## config.mk

```make
export PLATFORM = sky130hd
export DESIGN_NAME = adc_pwr_seq
export DESIGN_NICKNAME = d
export VERILOG_FILES = /design/src/rtl/adc_pwr_pkg.sv /design/src/rtl/adc_ctl_rx.sv /design/src/rtl/adc_pwr_fsm.sv /design/src/rtl/adc_pwr_seq.sv
export SDC_FILE = /design/constraint.sdc
export NUM_CORES = 1
export LEC_CHECK = 0
export ABC_CLOCK_PERIOD_IN_PS = 2600
export BUFFER_PORTS_ARGS = -buffer_cell sky130_fd_sc_hd__buf_2
export CAP_MARGIN = 25
export CORE_ASPECT_RATIO = 1.75
export CORE_MARGIN = 5
export CORE_UTILIZATION = 60
export CTS_CLUSTER_DIAMETER = 200
export DETAILED_ROUTE_END_ITERATION = 10
export PLACE_DENSITY = 0.78
export SYNTH_ARGS = -nofsm -noshare
export SYNTH_HDL_FRONTEND = slang
export SYNTH_HIERARCHICAL = 1
export SYNTH_SLANG_ARGS = --single-unit
export TNS_END_PERCENT = 100
```

## constraint.sdc

```tcl
create_clock -name clk -period 2.6 [get_ports clk]
set_input_delay 0.52 -clock clk [delete_from_list [all_inputs] [get_ports clk]]
set_output_delay 0.52 -clock clk [all_outputs]
set_load 0.02 [all_outputs]
```

## src/rtl/adc_pwr_pkg.sv

```systemverilog
package adc_pwr_pkg;
  typedef enum logic [2:0] {
    PS_OFF_FULL = 3'd0,
    PS_OFF_FAST = 3'd1,
    PS_WAKING   = 3'd2,
    PS_READY    = 3'd3,
    PS_CONV     = 3'd4
  } pwr_st_t;

  localparam int CTL_BITS = 8;
endpackage

```

## src/rtl/adc_ctl_rx.sv

```systemverilog
module adc_ctl_rx
  import adc_pwr_pkg::*;
#(
  parameter int SYNC_STAGES = 2
) (
  input  logic                clk,
  input  logic                rst,
  input  logic                sclk,
  input  logic                cs_n,
  input  logic                sdi,
  output logic                start_stb,
  output logic                word_stb,
  output logic [CTL_BITS-1:0] ctl_word
);
  localparam int CW = $clog2(CTL_BITS);

  logic [2:0] sync_q [SYNC_STAGES];
  logic       sclk_d;
  logic       active;
  logic [CW-1:0] bit_cnt;
  logic [CTL_BITS-1:0] shreg;

  // Synchronizer chain for sclk, cs_n, sdi
  genvar g;
  generate
    for (g = 0; g < SYNC_STAGES; g++) begin : g_sync
      if (g == 0) begin : g_first
        always_ff @(posedge clk) begin
          if (rst) sync_q[g] <= 3'b010;
          else     sync_q[g] <= {sclk, cs_n, sdi};
        end
      end else begin : g_next
        always_ff @(posedge clk) begin
          if (rst) sync_q[g] <= 3'b010;
          else     sync_q[g] <= sync_q[g-1];
        end
      end
    end
  endgenerate

  logic s_sclk, s_cs_n, s_sdi, rise;
  assign s_sclk = sync_q[SYNC_STAGES-1][2];
  assign s_cs_n = sync_q[SYNC_STAGES-1][1];
  assign s_sdi  = sync_q[SYNC_STAGES-1][0];
  assign rise   = s_sclk & ~sclk_d;

  always_ff @(posedge clk) begin
    if (rst) begin
      sclk_d    <= 1'b0;
      active    <= 1'b0;
      bit_cnt   <= '0;
      shreg     <= '0;
      start_stb <= 1'b0;
      word_stb  <= 1'b0;
      ctl_word  <= '0;
    end else begin
      sclk_d    <= s_sclk;
      start_stb <= 1'b0;
      word_stb  <= 1'b0;
      if (s_cs_n) begin
        active  <= 1'b0;
        bit_cnt <= '0;
      end else if (rise) begin
        if (!active) begin
          if (s_sdi) begin
            active    <= 1'b1;
            bit_cnt   <= CW'(1);
            shreg     <= CTL_BITS'(1);
            start_stb <= 1'b1;
          end
        end else begin
          shreg   <= {shreg[CTL_BITS-2:0], s_sdi};
          bit_cnt <= bit_cnt + 1'b1;
          if (bit_cnt == CW'(CTL_BITS-1)) begin
            word_stb <= 1'b1;
            ctl_word <= {shreg[CTL_BITS-2:0], s_sdi};
            active   <= 1'b0;
            bit_cnt  <= '0;
          end
        end
      end
    end
  end

  // a start and a word completion never coincide
  assert_strobe_excl_R1: assert property (@(posedge clk) disable iff (rst)
    $onehot0({start_stb, word_stb}));

  // a word only completes while the select was low
  assert_word_needs_select_R6: assert property (@(posedge clk) disable iff (rst)
    word_stb |-> $past(!s_cs_n));

  // completed word always carries the start bit as MSB
  assert_word_msb_R1: assert property (@(posedge clk) disable iff (rst)
    word_stb |-> ctl_word[CTL_BITS-1]);
endmodule

```

## src/rtl/adc_pwr_fsm.sv

```systemverilog
module adc_pwr_fsm
  import adc_pwr_pkg::*;
#(
  parameter int WAKE_FAST   = 625,
  parameter int WAKE_FULL   = 37500,
  parameter int CONV_CYCLES = 200
) (
  input  logic       clk,
  input  logic       rst,
  input  logic       shdn,
  input  logic       start_stb,
  input  logic       word_stb,
  input  logic [1:0] mode_code,
  output pwr_st_t    state,
  output logic       ext_clk,
  output logic       busy,
  output logic       pwr_on,
  output logic       conv_done
);
  localparam int MAXD = (WAKE_FULL > WAKE_FAST) ?
                        ((WAKE_FULL > CONV_CYCLES) ? WAKE_FULL : CONV_CYCLES) :
                        ((WAKE_FAST > CONV_CYCLES) ? WAKE_FAST : CONV_CYCLES);
  localparam int TW   = $clog2(MAXD + 1);

  pwr_st_t       st_n;
  logic [TW-1:0] tmr, tmr_n;
  logic          pend, pend_n;
  logic          stay, stay_n;
  logic          fast, fast_n;
  logic          ext_n, done_n;

  always_comb begin
    st_n   = state;
    tmr_n  = tmr;
    pend_n = pend;
    stay_n = stay;
    fast_n = fast;
    ext_n  = ext_clk;
    done_n = 1'b0;
    if (word_stb) begin
      if (mode_code[1]) begin
        ext_n  = mode_code[0];
        stay_n = 1'b1;
      end else begin
        stay_n = 1'b0;
        fast_n = mode_code[0];
      end
    end
    if (shdn) begin
      st_n   = PS_OFF_FULL;
      pend_n = 1'b0;
    end else begin
      unique case (state)
        PS_OFF_FULL, PS_OFF_FAST: begin
          if (start_stb) begin
            st_n  = PS_WAKING;
            tmr_n = (state == PS_OFF_FAST) ? TW'(WAKE_FAST - 1) : TW'(WAKE_FULL - 1);
          end
        end
        PS_WAKING: begin
          if (word_stb) pend_n = 1'b1;
          if (tmr == '0) begin
            if (pend || word_stb) begin
              st_n   = PS_CONV;
              tmr_n  = TW'(CONV_CYCLES - 1);
              pend_n = 1'b0;
            end else begin
              st_n = PS_READY;
            end
          end else begin
            tmr_n = tmr - 1'b1;
          end
        end
        PS_READY: begin
          if (word_stb) begin
            st_n  = PS_CONV;
            tmr_n = TW'(CONV_CYCLES - 1);
          end
        end
        PS_CONV: begin
          if (word_stb) pend_n = 1'b1;
          if (tmr == '0) begin
            done_n = 1'b1;
            if (pend || word_stb) begin
              tmr_n  = TW'(CONV_CYCLES - 1);
              pend_n = 1'b0;
            end else if (stay_n) begin
              st_n = PS_READY;
            end else begin
              st_n = fast_n ? PS_OFF_FAST : PS_OFF_FULL;
            end
          end else begin
            tmr_n = tmr - 1'b1;
          end
        end
        default: st_n = PS_OFF_FULL;
      endcase
    end
  end

  always_ff @(posedge clk) begin
    if (rst) begin
      state     <= PS_OFF_FULL;
      tmr       <= '0;
      pend      <= 1'b0;
      stay      <= 1'b0;
      fast      <= 1'b0;
      ext_clk   <= 1'b0;
      conv_done <= 1'b0;
      busy      <= 1'b0;
      pwr_on    <= 1'b0;
    end else begin
      state     <= st_n;
      tmr       <= tmr_n;
      pend      <= pend_n;
      stay      <= stay_n;
      fast      <= fast_n;
      ext_clk   <= ext_n;
      conv_done <= done_n;
      busy      <= (st_n == PS_WAKING) || (st_n == PS_CONV);
      pwr_on    <= (st_n == PS_WAKING) || (st_n == PS_READY) || (st_n == PS_CONV);
    end
  end

  // hard shutdown forces full power-down on the next cycle
  assert_shdn_off_R7: assert property (@(posedge clk) disable iff (rst)
    shdn |=> (state == PS_OFF_FULL));

  // a conversion is only entered from a powered or waking state
  assert_no_conv_from_off_R5: assert property (@(posedge clk) disable iff (rst)
    ((state == PS_CONV) && ($past(state) != PS_CONV)) |->
      (($past(state) == PS_READY) || ($past(state) == PS_WAKING)));

  // done pulse only follows a conversion cycle
  assert_done_after_conv_R3: assert property (@(posedge clk) disable iff (rst)
    conv_done |-> ($past(state) == PS_CONV));

  // leaving a conversion without shutdown means it finished
  assert_pd_deferred_R3: assert property (@(posedge clk) disable iff (rst)
    (($past(state) == PS_CONV) && (state != PS_CONV) && !$past(shdn)) |-> conv_done);

  // a start bit in power-down begins the wake sequence
  assert_start_wakes_R4: assert property (@(posedge clk) disable iff (rst)
    (start_stb && !shdn && ((state == PS_OFF_FULL) || (state == PS_OFF_FAST)))
      |=> (state == PS_WAKING));

  // busy and supply flags agree with the state register
  assert_busy_flags_R9: assert property (@(posedge clk) disable iff (rst)
    busy |-> pwr_on);
endmodule

```

## src/rtl/adc_pwr_seq.sv

```systemverilog
module adc_pwr_seq
  import adc_pwr_pkg::*;
#(
  parameter int WAKE_FAST   = 625,
  parameter int WAKE_FULL   = 37500,
  parameter int CONV_CYCLES = 200,
  parameter int SYNC_STAGES = 2
) (
  input  logic       clk,
  input  logic       rst,
  input  logic       sclk,
  input  logic       cs_n,
  input  logic       sdi,
  input  logic       shdn,
  output logic       pwr_on,
  output logic [2:0] pwr_state,
  output logic       ext_clk,
  output logic       busy,
  output logic       conv_done
);
  logic                start_stb, word_stb;
  logic [CTL_BITS-1:0] ctl_word;
  pwr_st_t             st;

  adc_ctl_rx #(.SYNC_STAGES(SYNC_STAGES)) u_rx (
    .clk      (clk),
    .rst      (rst),
    .sclk     (sclk),
    .cs_n     (cs_n),
    .sdi      (sdi),
    .start_stb(start_stb),
    .word_stb (word_stb),
    .ctl_word (ctl_word)
  );

  adc_pwr_fsm #(
    .WAKE_FAST  (WAKE_FAST),
    .WAKE_FULL  (WAKE_FULL),
    .CONV_CYCLES(CONV_CYCLES)
  ) u_fsm (
    .clk      (clk),
    .rst      (rst),
    .shdn     (shdn),
    .start_stb(start_stb),
    .word_stb (word_stb),
    .mode_code(ctl_word[1:0]),
    .state    (st),
    .ext_clk  (ext_clk),
    .busy     (busy),
    .pwr_on   (pwr_on),
    .conv_done(conv_done)
  );

  assign pwr_state = st;
endmodule

```

==> results.toml <==
[outcome]
status = "finished clean"

[synthesis]
ys_warn_count = 6
syn_nets = 276
syn_inst = 266
avgSynthCellArea_um2 = 8.43
netlist_area_um2 = 2240

[timing]
setup_viol_count_final = 0
hold_viol = 0
min_period_ns = 2.32
fin_crit_sh_pct = 89.4
relSlewSlack_pct = 50.3
rsz0062_at_grt = "false"
clock.fmax_mhz = 430
report.final.slew_viol_count = 0
tns_ns = 0
tightest_slew_ns = 0.743
skew_ns = 0.00678

[hold_path]
hold_start = "cs_n"
hold_path_class = "input port to flop"
hold_depth = 2
whs_endpoint = "u_rx/sync_q[0][1]$_SDFF_PP1_"

[die]
io_pins = 13
start_util_pct = 61.8
design.core.area_um2 = 3630
fp.dieW_um = 56.2
fp.dieH_um = 90.9
die_area_um2 = 5110
row_count = 29

[global_routing]
grt_max_degree = 22
grt_pass1_vias = 1958
track_usage_pct = 22.4
antenna_found_initial = 0
grt_pass1_wl_um = 9080
grt_remaining_overflow = 0

[clock_network]
cts_buffer_depth = 2
post_cts_buffers = 0
clkLatencyLatePin_ns = 0.30
numCtsBuffers = 5
cts_root_buf = "clkbuf_8"
cts_max_level = 2
cts-resized-gates = 0
clkTransAtPathRegs_ns = 0.08
cts_tree = "yes"
clock_sinks = 42
cts_hold_buf = 0

[placed_design]
dp_hpwl_um = 4070
port_buffers = 12
gp_congestion = 0.873

[critical_path]
r2r_setup_slack_ns = 0.28
crit_family = "simple AND/OR/NAND/NOR gates"
endpoint_kind = "flop"
r2r_start = "u_fsm/tmr[0]$_SDFFE_PP0P_"
crit_buf_inv = 1
reg2reg_depth = 7
startpoint_type = "flop"
critPathKind = "flop to flop"
r2r_end = "u_fsm/tmr[6]$_SDFFE_PP0P_"
crit_arrival_ns = 2.52
cp.required_ns = 2.80
path_cells = "inv_1 > ha_1 > nor3b_1 > and4_1 > nor2_1 > nand4_1 > o221a_2"
cp_slowest_cell = "nor2_1"
critPathMaxFanout = 12
crit_path_max_incr_delay_ns = 0.61

[power_and_ir_drop]
ir_drop_v = 0.000593
p_per_area_nw_per_um2 = 490
p_leak_nw = 0.941
p_total_w = 0.00120

[detailed_routing]
wirelength_um = 5480
first_iter_violations = 96
drtAntennaViolNets = 0
drc = 0
drt_first_pass_iters = 5
vias = 2054
wl_per_cell_um = 17.0
vias_per_cell = 6.36

[finish]
antenna_cells = 0
final_net_count = 286
drive_above_1_share_pct = 15.9
syn_to_final_growth_pct = 9.09

[job]
cap_violations = 0
-- flip-flops by register name, summed over array words and instances (netlist names), 2 cells and up --
| signal | cells |
|---|---|
| u_rx/bit_cnt | 3 |
| u_fsm/tmr | 16 |
| u_rx/sync_q | 6 |
| u_fsm/state | 3 |
| u_rx/ctl_word | 2 |
-- report_power, final --
part | internal, W | switching (W)
combinational | 0.0000117 | 0.0000200
clock | 0.000285 | 0.000230
sequential | 0.000648 | 0.00000344
-- area by class of cell --
| type | instances | area (µm²) |
|---|---|---|
| tap | 46 | 57.6 |
| clock inverter | 3 | 45.0 |
| timing repair buffer | 20 | 120 |
| clock buffer | 5 | 68.8 |
| inverter | 6 | 22.5 |
| sequential | 42 | 841 |
| fill | 309 | 1180 |
| multi-input combinational | 201 | 1290 |
-- placed cells by master (no fill, tap or decap), types with 2 or more instances in the layout --
cell,count
nand3b_1,5
o31ai_1,4
ha_1,4
inv_1,6
and2_1,4
buf_2,12
buf_4,8
or2_2,4
clkbuf_8,5
nand2_1,21
nor2b_1,8
nor2_1,24
nand3_1,7
or3_1,4
nor4_4,2
a32o_1,2
mux2i_1,6
nor3_1,11
nor4_1,6
clkinvlp_4,2
dfxtp_1,42
o32ai_1,7
a2111oi_0,2
nor3b_1,3
a21oi_1,23
nand2b_1,10
a311oi_1,2
a211oi_1,3
o21ai_0,10
or3b_2,2
-- through the flow --
step / hold WS (ns) / instances / worst slack [ns] / util, % / area (µm²)
after detailed placement: 0.398 / 315 / 0.327 / 64.3 / 2330
after global placement: 0.395 / 315 / 0.392 / 64.3 / 2330
after CTS: 0.391 / 323 / 0.305 / 67.4 / 2450
after floorplan: 0.389 / 266 / 0.627 / - / 2240
after global routing: 0.397 / 323 / 0.0625 / 67.4 / 2450
final: 0.403 / 323 / 0.277 / 67.4 / 2450
-- layer usage --
| layer | wire (µm) | global-route usage, % |
|---|---|---|
| met1 | 2050 | 23.1 |
| met2 | 3060 | 41.9 |
| met3 | 187 | 3.72 |
| met4 | 186 | 10.9 |
| met5 | 0 | 0 |
-- worst max-delay path by stage --
stage	slack, ns	from	endpoint	cells past startpoint
after floorplan	0.63	u_fsm/tmr[0]$_SDFFE_PP0P_	u_fsm/tmr[6]$_SDFFE_PP0P_	9
after global placement	0.39	u_fsm/tmr[0]$_SDFFE_PP0P_	u_fsm/tmr[6]$_SDFFE_PP0P_	7
after detailed placement	0.33	u_fsm/tmr[0]$_SDFFE_PP0P_	u_fsm/tmr[6]$_SDFFE_PP0P_	7
after CTS	0.31	u_fsm/tmr[0]$_SDFFE_PP0P_	u_fsm/tmr[6]$_SDFFE_PP0P_	7
after global routing	0.06	u_fsm/tmr[0]$_SDFFE_PP0P_	u_fsm/tmr[4]$_SDFFE_PP0P_	7
final	0.28	u_fsm/tmr[0]$_SDFFE_PP0P_	u_fsm/tmr[6]$_SDFFE_PP0P_	7
(Power assumes the default switching activity.)
